==> config.mk <==
export PLATFORM = sky130hd
export DESIGN_NAME = ber_slot_tx
export DESIGN_NICKNAME = d
export VERILOG_FILES = /design/src/rtl/ber_tx_pkg.sv /design/src/rtl/prbs_gen.sv /design/src/rtl/slot_ctrl.sv /design/src/rtl/slot_serializer.sv /design/src/rtl/ber_slot_tx.sv
export SDC_FILE = /design/constraint.sdc
export NUM_CORES = 1
export LEC_CHECK = 0
export BUFFER_PORTS_ARGS = -buffer_cell sky130_fd_sc_hd__buf_2
export CORE_ASPECT_RATIO = 1.4
export CORE_MARGIN = 10
export CORE_UTILIZATION = 54
export DETAILED_ROUTE_END_ITERATION = 12
export PLACE_DENSITY = 0.87
export SYNTH_ARGS = -nofsm -noshare
export SYNTH_HDL_FRONTEND = slang
export SYNTH_SLANG_ARGS = --single-unit
==> constraint.sdc <==
create_clock -name clk -period 1.6 [get_ports clk]
set_input_delay 0.32 -clock clk [delete_from_list [all_inputs] [get_ports clk]]
set_output_delay 0.32 -clock clk [all_outputs]
set_load 0.1 [all_outputs]
==> src/rtl/ber_tx_pkg.sv <==
package ber_tx_pkg;
  localparam int LFSR_W   = 15;
  localparam int TAP_HI   = 14;
  localparam int TAP_LO   = 13;
  localparam int MODE_W   = 3;
  localparam logic [MODE_W-1:0] MODE_BER = 3'b110;
  localparam logic [LFSR_W-1:0] LFSR_SEED = 15'h7FFF;

  typedef logic [LFSR_W-1:0] lfsr_t;

  // one shift of the x^15 + x^14 + 1 Fibonacci register
  function automatic lfsr_t lfsr_next(input lfsr_t s);
    return {s[LFSR_W-2:0], s[TAP_HI] ^ s[TAP_LO]};
  endfunction

  function automatic logic lfsr_out(input lfsr_t s);
    return s[LFSR_W-1];
  endfunction
endpackage

==> src/rtl/prbs_gen.sv <==
module prbs_gen
  import ber_tx_pkg::*;
(
  input  logic clk,
  input  logic rst_n,
  input  logic reseed,
  input  logic step,
  output logic pat_bit
);
  lfsr_t state;

  always_ff @(posedge clk) begin
    if (!rst_n)      state <= LFSR_SEED;
    else if (reseed) state <= LFSR_SEED;
    else if (step)   state <= lfsr_next(state);
  end

  assign pat_bit = lfsr_out(state);

  a_r2_state_nonzero: assert property (@(posedge clk) disable iff (!rst_n)
    state != '0);
  a_r9_hold_when_idle: assert property (@(posedge clk) disable iff (!rst_n)
    (!step && !reseed) |=> $stable(state));
  a_r8_reseed_loads_seed: assert property (@(posedge clk) disable iff (!rst_n)
    reseed |=> state == LFSR_SEED);
endmodule

==> src/rtl/slot_ctrl.sv <==
module slot_ctrl
  import ber_tx_pkg::*;
#(
  parameter int CH_BITS   = 8,
  parameter int STREAM_W  = 5,
  parameter int STREAM_ID = 3,
  localparam int IDX_W    = $clog2(CH_BITS)
) (
  input  logic                clk,
  input  logic                rst_n,
  input  logic                ber_run,
  input  logic [STREAM_W-1:0] ber_stream,
  input  logic                chan_sync,
  input  logic [MODE_W-1:0]   chan_mode,
  output logic                busy,
  output logic                slot_ber,
  output logic                run_rise
);
  logic [IDX_W-1:0] bit_idx;
  logic             run_q;
  logic             sel_ber;
  logic             last_bit;

  assign sel_ber  = ber_run && (chan_mode == MODE_BER) &&
                    (ber_stream == STREAM_W'(STREAM_ID));
  assign last_bit = (bit_idx == IDX_W'(CH_BITS - 1));
  assign run_rise = ber_run && !run_q;

  always_ff @(posedge clk) begin
    if (!rst_n) begin
      busy     <= 1'b0;
      slot_ber <= 1'b0;
      bit_idx  <= '0;
      run_q    <= 1'b0;
    end else begin
      run_q <= ber_run;
      if (chan_sync) begin
        busy     <= 1'b1;
        slot_ber <= sel_ber;
        bit_idx  <= '0;
      end else if (busy) begin
        if (last_bit) begin
          busy     <= 1'b0;
          slot_ber <= 1'b0;
          bit_idx  <= '0;
        end else begin
          bit_idx <= bit_idx + 1'b1;
        end
      end
    end
  end

  a_r5_sync_opens_slot: assert property (@(posedge clk) disable iff (!rst_n)
    chan_sync |=> (busy && bit_idx == '0));
  a_r7_slot_closes: assert property (@(posedge clk) disable iff (!rst_n)
    (busy && last_bit && !chan_sync) |=> !busy);
  a_r4_stopped_no_pattern: assert property (@(posedge clk) disable iff (!rst_n)
    (chan_sync && !ber_run) |=> !slot_ber);
endmodule

==> src/rtl/slot_serializer.sv <==
module slot_serializer #(
  parameter int CH_BITS = 8
) (
  input  logic               clk,
  input  logic               rst_n,
  input  logic               load,
  input  logic [CH_BITS-1:0] din,
  input  logic               busy,
  input  logic               slot_ber,
  input  logic               pat_bit,
  output logic               tx_bit
);
  logic [CH_BITS-1:0] shreg;

  always_ff @(posedge clk) begin
    if (!rst_n)    shreg <= '0;
    else if (load) shreg <= din;
    else if (busy) shreg <= {shreg[CH_BITS-2:0], 1'b0};
  end

  assign tx_bit = busy ? (slot_ber ? pat_bit : shreg[CH_BITS-1]) : 1'b0;

  a_r6_load_captures: assert property (@(posedge clk) disable iff (!rst_n)
    load |=> shreg == $past(din));
endmodule

==> src/rtl/ber_slot_tx.sv <==
module ber_slot_tx
  import ber_tx_pkg::*;
#(
  parameter int CH_BITS   = 8,
  parameter int STREAM_W  = 5,
  parameter int STREAM_ID = 3
) (
  input  logic                clk,
  input  logic                rst_n,
  input  logic                ber_run,
  input  logic [STREAM_W-1:0] ber_stream,
  input  logic                chan_sync,
  input  logic [2:0]          chan_mode,
  input  logic [7:0]          sw_byte,
  output logic                tx_bit
);
  logic busy, slot_ber, run_rise, pat_bit, pat_step;

  assign pat_step = busy && slot_ber;

  slot_ctrl #(.CH_BITS(CH_BITS), .STREAM_W(STREAM_W), .STREAM_ID(STREAM_ID)) u_ctrl (
    .clk(clk), .rst_n(rst_n), .ber_run(ber_run), .ber_stream(ber_stream),
    .chan_sync(chan_sync), .chan_mode(chan_mode),
    .busy(busy), .slot_ber(slot_ber), .run_rise(run_rise)
  );

  prbs_gen u_prbs (
    .clk(clk), .rst_n(rst_n), .reseed(run_rise), .step(pat_step), .pat_bit(pat_bit)
  );

  slot_serializer #(.CH_BITS(CH_BITS)) u_ser (
    .clk(clk), .rst_n(rst_n), .load(chan_sync), .din(sw_byte),
    .busy(busy), .slot_ber(slot_ber), .pat_bit(pat_bit), .tx_bit(tx_bit)
  );

  a_r1_idle_output_low: assert property (@(posedge clk) disable iff (!rst_n)
    !busy |-> !tx_bit);
endmodule

==> results of run 1 <==
==> stage by stage <==
stage | total power [W] | hold slack (ps) | utilization (%) | setup slack (ps) | cells
5_1_grt | 0.001428 | 246.3 | 64.20 | 41.67 | 182
3_3_place_gp | 0.0008744 | 446.8 | 60.69 | 380.1 | 174
6_report | 0.001363 | 234.3 | 64.20 | 96.53 | 182
3_5_place_dp | 0.0008797 | 456.8 | 60.69 | 340.9 | 174
2_1_floorplan | 0.0008520 | 437.6 | - | 172.5 | 138
4_1_cts | 0.001378 | 226.6 | 63.91 | 1.330 | 182
==> area by class of cell <==
class                           instances  area [um^2]  share of cell area [%]
Inverter                                2        7.507                  0.5372
Clock inverter                          1        5.005                  0.3581
Sequential cell                        29        583.1                   41.72
Tap cell                               22        27.53                   1.970
Multi-Input combinational cell         99        579.3                   41.45
Clock buffer                            7        65.06                   4.655
Timing Repair Buffer                   22        130.1                   9.311
==> layout by cell type, fill, tap and decap left out, drive strengths merged <==
cell type	count
a21boi	1
a21oi	2
a32o	1
and2	9
and2b	1
buf	22
clkbuf	7
clkinv	1
dfxtp	29
ha	2
inv	2
mux2i	11
nand2	38
nand2b	1
nand3	14
nand4b	1
nor2	4
nor2b	2
nor3b	1
nor4	1
o211ai	1
o21a	1
o21ai	7
xnor2	1
==> repair_timing <==
item                                   4_1_cts  5_1_grt
resized for setup                            0        3
setup endpoints to repair                    0        1
setup buffers                                0        0
endpoints found under the hold margin        0        0
==> cells in the mapped netlist, types with 2 or more instances <==
| master | count |
|---|---|
| nor2b_1 | 2 |
| buf_4 | 4 |
| a21oi_1 | 2 |
| mux2i_1 | 11 |
| nand3_1 | 14 |
| ha_1 | 2 |
| nor2_1 | 4 |
| o21ai_1 | 5 |
| nand2_1 | 38 |
| o21ai_0 | 2 |
| dfxtp_1 | 29 |
| inv_1 | 2 |
| and2_1 | 8 |
==> sequential cells by signal, indices dropped and copies added, names as in the netlist <==
register / flops
u_ctrl.slot_ber: 1
u_ctrl.run_q: 1
u_prbs.state: 15
u_ser.shreg: 8
u_ctrl.bit_idx: 3
u_ctrl.busy: 1
==> final timing paths <==
| kind | endpoint | cells past startpoint |
|---|---|---|
| hold / removal | u_ctrl.slot_ber | 2 |
| setup reg to reg | u_ctrl.bit_idx[0] | 5 |
| setup / recovery | tx_bit | 3 |
| hold reg to reg | u_prbs.state[11] | 2 |
==> logic make-up (layout without fill, tap and decap cells) <==
family                     after synthesis  after routing  share of synthesized area [%]
xor gates and xnor gates                 1              1                         0.7086
muxes                                   11             11                          8.907
adders and majority gates                2              2                          2.024
buffers and inverters                   10             32                          7.085
and+or+nand+nor                         72             72                          27.73
DFF                                     29             29                          46.96
AOI/OAI and AO/OA                       13             13                          6.579
==> power by group <==
part           total [W]  internal, W  switching, W  leakage, nW
clock network   0.000499     0.000254      0.000245       0.0413
registers       0.000750     0.000738     0.0000121        0.237
logic           0.000114    0.0000567     0.0000573        0.372
==> routing by layer <==
layer / vias up / track usage, %
li1: 495 / -
met1: 434 / 10.67
met2: 27 / 17.36
met3: 7 / 6.500
met4: 0 / 5.286
met5: - / 0
==> out/results.txt, run 1 <==
Die ar.: 0.004630 mm^2
Critical Path AT: 1180 ps
area delta synth->final: 13.06%
post-synthesis register bit count: 29
initial core utilization: 56.78%
MaxCap Viol Count: 0
Worst-path clk slew: 80 ps
clock latency at the later pin of the worst-skew pair: 330 ps
crit path launch type: register
WL met2: 1.103 mm
Worst path slowest cell: dfxtp_2
Slew headroom: 67.20%
Design Area, Final: 0.001398 mm^2
CP max stage delay: 370 ps
Setup-failing EPs final: 0
syn_nets: 160
synth warn: 0
skew final: 9.439 ps
CTS sink count: 29
top_reg_cell synth: dfxtp_1
vias per cell: 5.291
CTS root buf: clkbuf_4
status: finished clean
Distinct cells, synth: 28
ys async rst share: 0%
Avg Inst Size Synth: 8.958 um^2
H-tree lvl count: 2
worst slew pin tran: 490.8 ps
Hold WC Path Type: primary input to register
wire length on met1: 936 um
total track usage: 10.89%
row cnt: 20
grt total ovfl: 0
ant diodes: 0
critical-path cell list: mux2i_2 -> nor2_4 -> buf_12
pwr dens: 975.2 mW/mm^2
first-pass GRT wire length: 3.926 mm
placed cell area: 0.001321 mm^2
final WL: 2.255 mm
Clock Tree Buf Depth: 2
die height: 76.61 um
Seq/Total Area, Yosys: 46.96%
die width: 60.44 um
Synth Cell Area: 0.001236 mm^2
crit path launch: u_ctrl.slot_ber
Syn Inst Count: 138
pin count of the biggest net entering global routing: 20
Final Cycle Share: 93.97%
Final Max Tran Viols: 0
RSZ-0062 raised after global routing: false
Final ANT Viol Nets: 0
# fillers: 174
DR top layer: met4
Initial DRC Count: 10
VDD IR-drop max: 0.7247 mV
delay-heaviest family, CP: flip-flops
dpl hpwl: 1.698 mm
Nets: 181
CTS Hold Bufs: 0
GP Congestion: 0.7275
Area contributors post-synth: dfxtp_1, nand2_1, mux2i_1
Ports: 21
CTS tree: done
via count: 963
share of cells above drive strength 1: 23.75%
Hold Startpoint: chan_mode[1]
setup tns final: 0 ps
post-synth top area share: 46.96%
fmax: 665.1 MHz
Max FO, Critical Path: 4
FF-to-FF setup slack: 410 ps
vias in the first global route: 984
worst path required time: 1280 ps
count of input and output buffers: 20
final hold violation count: 0
drt first pass iters: 4
Avg WL per Cell: 12.39 um
Synth area leader: dfxtp_1
met3 WL: 165 um
core area: 0.002177 mm^2
Bufs and invs on worst path: 1
Pleak: 0.6501 nW
# DRC: 0
Post-synth EDFFs: 0
WS Path Type: register to primary output
initial antenna violation count: 0
Worst R2R Start: u_ctrl.bit_idx[0]
Setup crit end kind: primary output
CTS buffer count: 5
min cycle time layout: 1503 ps
No activity file was read; power rests on OpenSTA's default activity.
==> run 2, diff against run 1 <==
--- a/config.mk
+++ b/config.mk
@@ -8,9 +8,9 @@
 export BUFFER_PORTS_ARGS = -buffer_cell sky130_fd_sc_hd__buf_2
 export CORE_ASPECT_RATIO = 1.4
 export CORE_MARGIN = 10
-export CORE_UTILIZATION = 54
+export CORE_UTILIZATION = 55
 export DETAILED_ROUTE_END_ITERATION = 12
-export PLACE_DENSITY = 0.87
+export PLACE_DENSITY = 0.88
 export SYNTH_ARGS = -nofsm -noshare
 export SYNTH_HDL_FRONTEND = slang
 export SYNTH_SLANG_ARGS = --single-unit
==> constraint.sdc (replaced) <==
create_clock -name clk -period 1.95 [get_ports clk]
set_input_delay 0.39 -clock clk [delete_from_list [all_inputs] [get_ports clk]]
set_output_delay 0.39 -clock clk [all_outputs]
set_load 0.1 [all_outputs]
==> run 2 against run 1 <==
Compared with the run above:
- global-route usage increased by 0.41 points
- hold slack improved by 82 ps
- combinational power decreased by 22%
- wire length increased by 3.7%
- cell count decreased by 1.1%
- sequential power decreased by 18%
- non-clock buffer count decreased by 1
- total power decreased by 22%
- final area decreased by 2.4%
- sequential share of layout area increased by 0.85 points
- first-iteration DRC count increased by 120%
- via count decreased by 0.52%
==> out/results.txt, run 2 (synthesis gave the netlist of run 1 again) <==
status: finished clean (unchanged)
final WL: 2.338 mm (was 2.255 mm)
grt total ovfl: 0 (unchanged)
cts repair resizes: 0 (unchanged)
Bufs and invs on worst path: 2 (was 1)
count of input and output buffers: 20 (unchanged)
Multi-input gate area: 570.5 um^2 (was 579.3 um^2)
Initial DRC Count: 22 (was 10)
largest register by flop count: u_prbs.state (unchanged)
clock latency at the later pin of the worst-skew pair: 320 ps (was 330 ps)
largest registers: u_prbs.state: 15 flops, u_ser.shreg: 8 flops, u_ctrl.bit_idx: 3 flops (unchanged)
dpl hpwl: 1.759 mm (was 1.698 mm)
CTS tree: done (unchanged)
Internal Pwr Total: 0.0008191 W (was 0.001049 W)
VDD IR-drop max: 0.4751 mV (was 0.7247 mV)
Pleak: 0.6328 nW (was 0.6501 nW)
pin count of the biggest net entering global routing: 20 (unchanged)
worst path required time: 1560 ps (was 1280 ps)
pre-CTS setup slack: 510.2 ps (was 340.9 ps)
Setup-failing EPs final: 0 (unchanged)
CTS Hold Bufs: 0 (unchanged)
core area: 0.002152 mm^2 (was 0.002177 mm^2)
FF-to-FF setup slack: 690 ps (was 410 ps)
die width: 60.07 um (was 60.44 um)
critical-path cell list: inv_1 -> nor2_2 -> buf_12 (was mux2i_2 -> nor2_4 -> buf_12)
via count: 958 (was 963)
Max FO, Critical Path: 8 (was 4)
Worst-path clk slew: 80 ps (about the same)
row cnt: 20 (unchanged)
sw power: 0.0002406 W (was 0.0003142 W)
Slew headroom: 60.74% (was 67.20%)
Ports: 21 (unchanged)
Hold WC Path Type: primary input to register (unchanged)
initial core utilization: 57.44% (was 56.78%)
fmax: 595.6 MHz
MaxCap Viol Count: 0 (unchanged)
crit path launch type: register (unchanged)
Clock Tree Buf Depth: 2 (unchanged)
total track usage: 11.30% (was 10.89%)
# fillers: 174 (unchanged)
delay-heaviest family, CP: flip-flops (unchanged)
first-pass GRT wire length: 4.064 mm (was 3.926 mm)
die height: 76.10 um (was 76.61 um)
switching share of total power: 22.70% (was 23.05%)
Final Max Tran Viols: 0 (unchanged)
pwr dens: 777.0 mW/mm^2 (was 975.2 mW/mm^2)
placed cell area: 0.001309 mm^2 (was 0.001321 mm^2)
register area: 580.6 um^2 (was 583.1 um^2)
CTS root buf: clkbuf_4 (unchanged)
final hold violation count: 0 (unchanged)
commonest non-fill, non-tap cell in the layout: nand2_1 (unchanged)
Hold Startpoint: chan_mode[1] (unchanged)
drt first pass iters: 5 (was 4)
min cycle time layout: 1679 ps
initial antenna violation count: 0 (unchanged)
RSZ-0062 raised after global routing: false (unchanged)
final worst slack: 271.0 ps (was 96.53 ps)
Critical Path AT: 1290 ps (was 1180 ps)
CP max stage delay: 490 ps (was 370 ps)
Reg power frac: 58.0% (was 55.0%)
Avg WL per Cell: 12.99 um (was 12.39 um)
share of cells above drive strength 1: 20.25% (was 23.75%)
Worst R2R Start: u_ctrl.busy (was u_ctrl.bit_idx[0])
Logic pwr share: 8.4% (about the same)
# DRC: 0 (unchanged)
H-tree lvl count: 2 (unchanged)
skew final: 4.941 ps (was 9.439 ps)
vias per cell: 5.322 (was 5.291)
GP Congestion: 0.7132 (was 0.7275)
Worst path slowest cell: dfxtp_1 (was dfxtp_2)
CTS buffer count: 5 (unchanged)
crit path launch: u_ctrl.busy (was u_ctrl.slot_ber)
worst slew pin tran: 585.4 ps (was 490.8 ps)
area delta synth->final: 10.32% (was 13.06%)
Pwr Total: 0.001060 W (was 0.001363 W)
ant diodes: 0 (unchanged)
CTS sink count: 29 (unchanged)
most frequent cells in the layout: nand2_1, dfxtp_1, buf_2 (unchanged)
final core utilization: 63.37% (was 64.20%)
Nets: 180 (was 181)
setup tns final: 0 ps (unchanged)
Die ar.: 0.004571 mm^2 (was 0.004630 mm^2)
post-CTS setup buffer count: 0 (unchanged)
Final ANT Viol Nets: 0 (unchanged)
clock network power share: 33.6% (was 36.6%)
Final Cycle Share: 86.10%
WS Path Type: register to primary output (unchanged)
vias in the first global route: 991 (was 984)
Design Area, Final: 0.001364 mm^2 (was 0.001398 mm^2)
Setup crit end kind: primary output (unchanged)
max reg flops: 15 (unchanged)
run 2: changes by cell type in the layout (fill, tap and decap cells not counted), sizes merged:
cell,change
clkinv,-1
buf,-1
run 2: layout make-up:
class                      instances  share of cell area (%)
sequential                        29                   42.57
multi-input combinational         99                   41.83
timing repair buffer              21                   8.991
clock buffer                       7                   4.037
tap                               22                   2.018
inverter                           2                  0.5505
run 2: through the flow:
stage	hold slack, ps	instances
CTS	301.4	180
global placement	451.0	173
floorplan	437.6	138
global route	298.7	180
finish	316.3	180
detailed placement	454.1	173
run 2: layer usage:
layer | global-route usage, % | up-vias | wire length, um
li1 | - | 496 | -
met1 | 10.63 | 437 | 900
met2 | 19.52 | 18 | 1258
met3 | 4.000 | 7 | 120
met4 | 6.757 | 0 | 59
met5 | 0 | - | 0
run 2: power by group through the flow:
stage / registers (W) / clock network (W) / logic, W
6_report: 0.000615 / 0.000356 / 0.0000894
5_1_grt: 0.000617 / 0.000388 / 0.000101
4_1_cts: 0.000615 / 0.000369 / 0.0000903
3_5_place_dp: 0.000629 / 0 / 0.0000900
3_3_place_gp: 0.000628 / 0 / 0.0000857
2_1_floorplan: 0.000624 / 0 / 0.0000742
run 2: worst paths after layout:
kind	depth (start not counted)	to
max	3	tx_bit
min	2	u_ctrl.slot_ber
max reg2reg	4	u_ser.shreg[2]
min reg2reg	2	u_prbs.state[6]
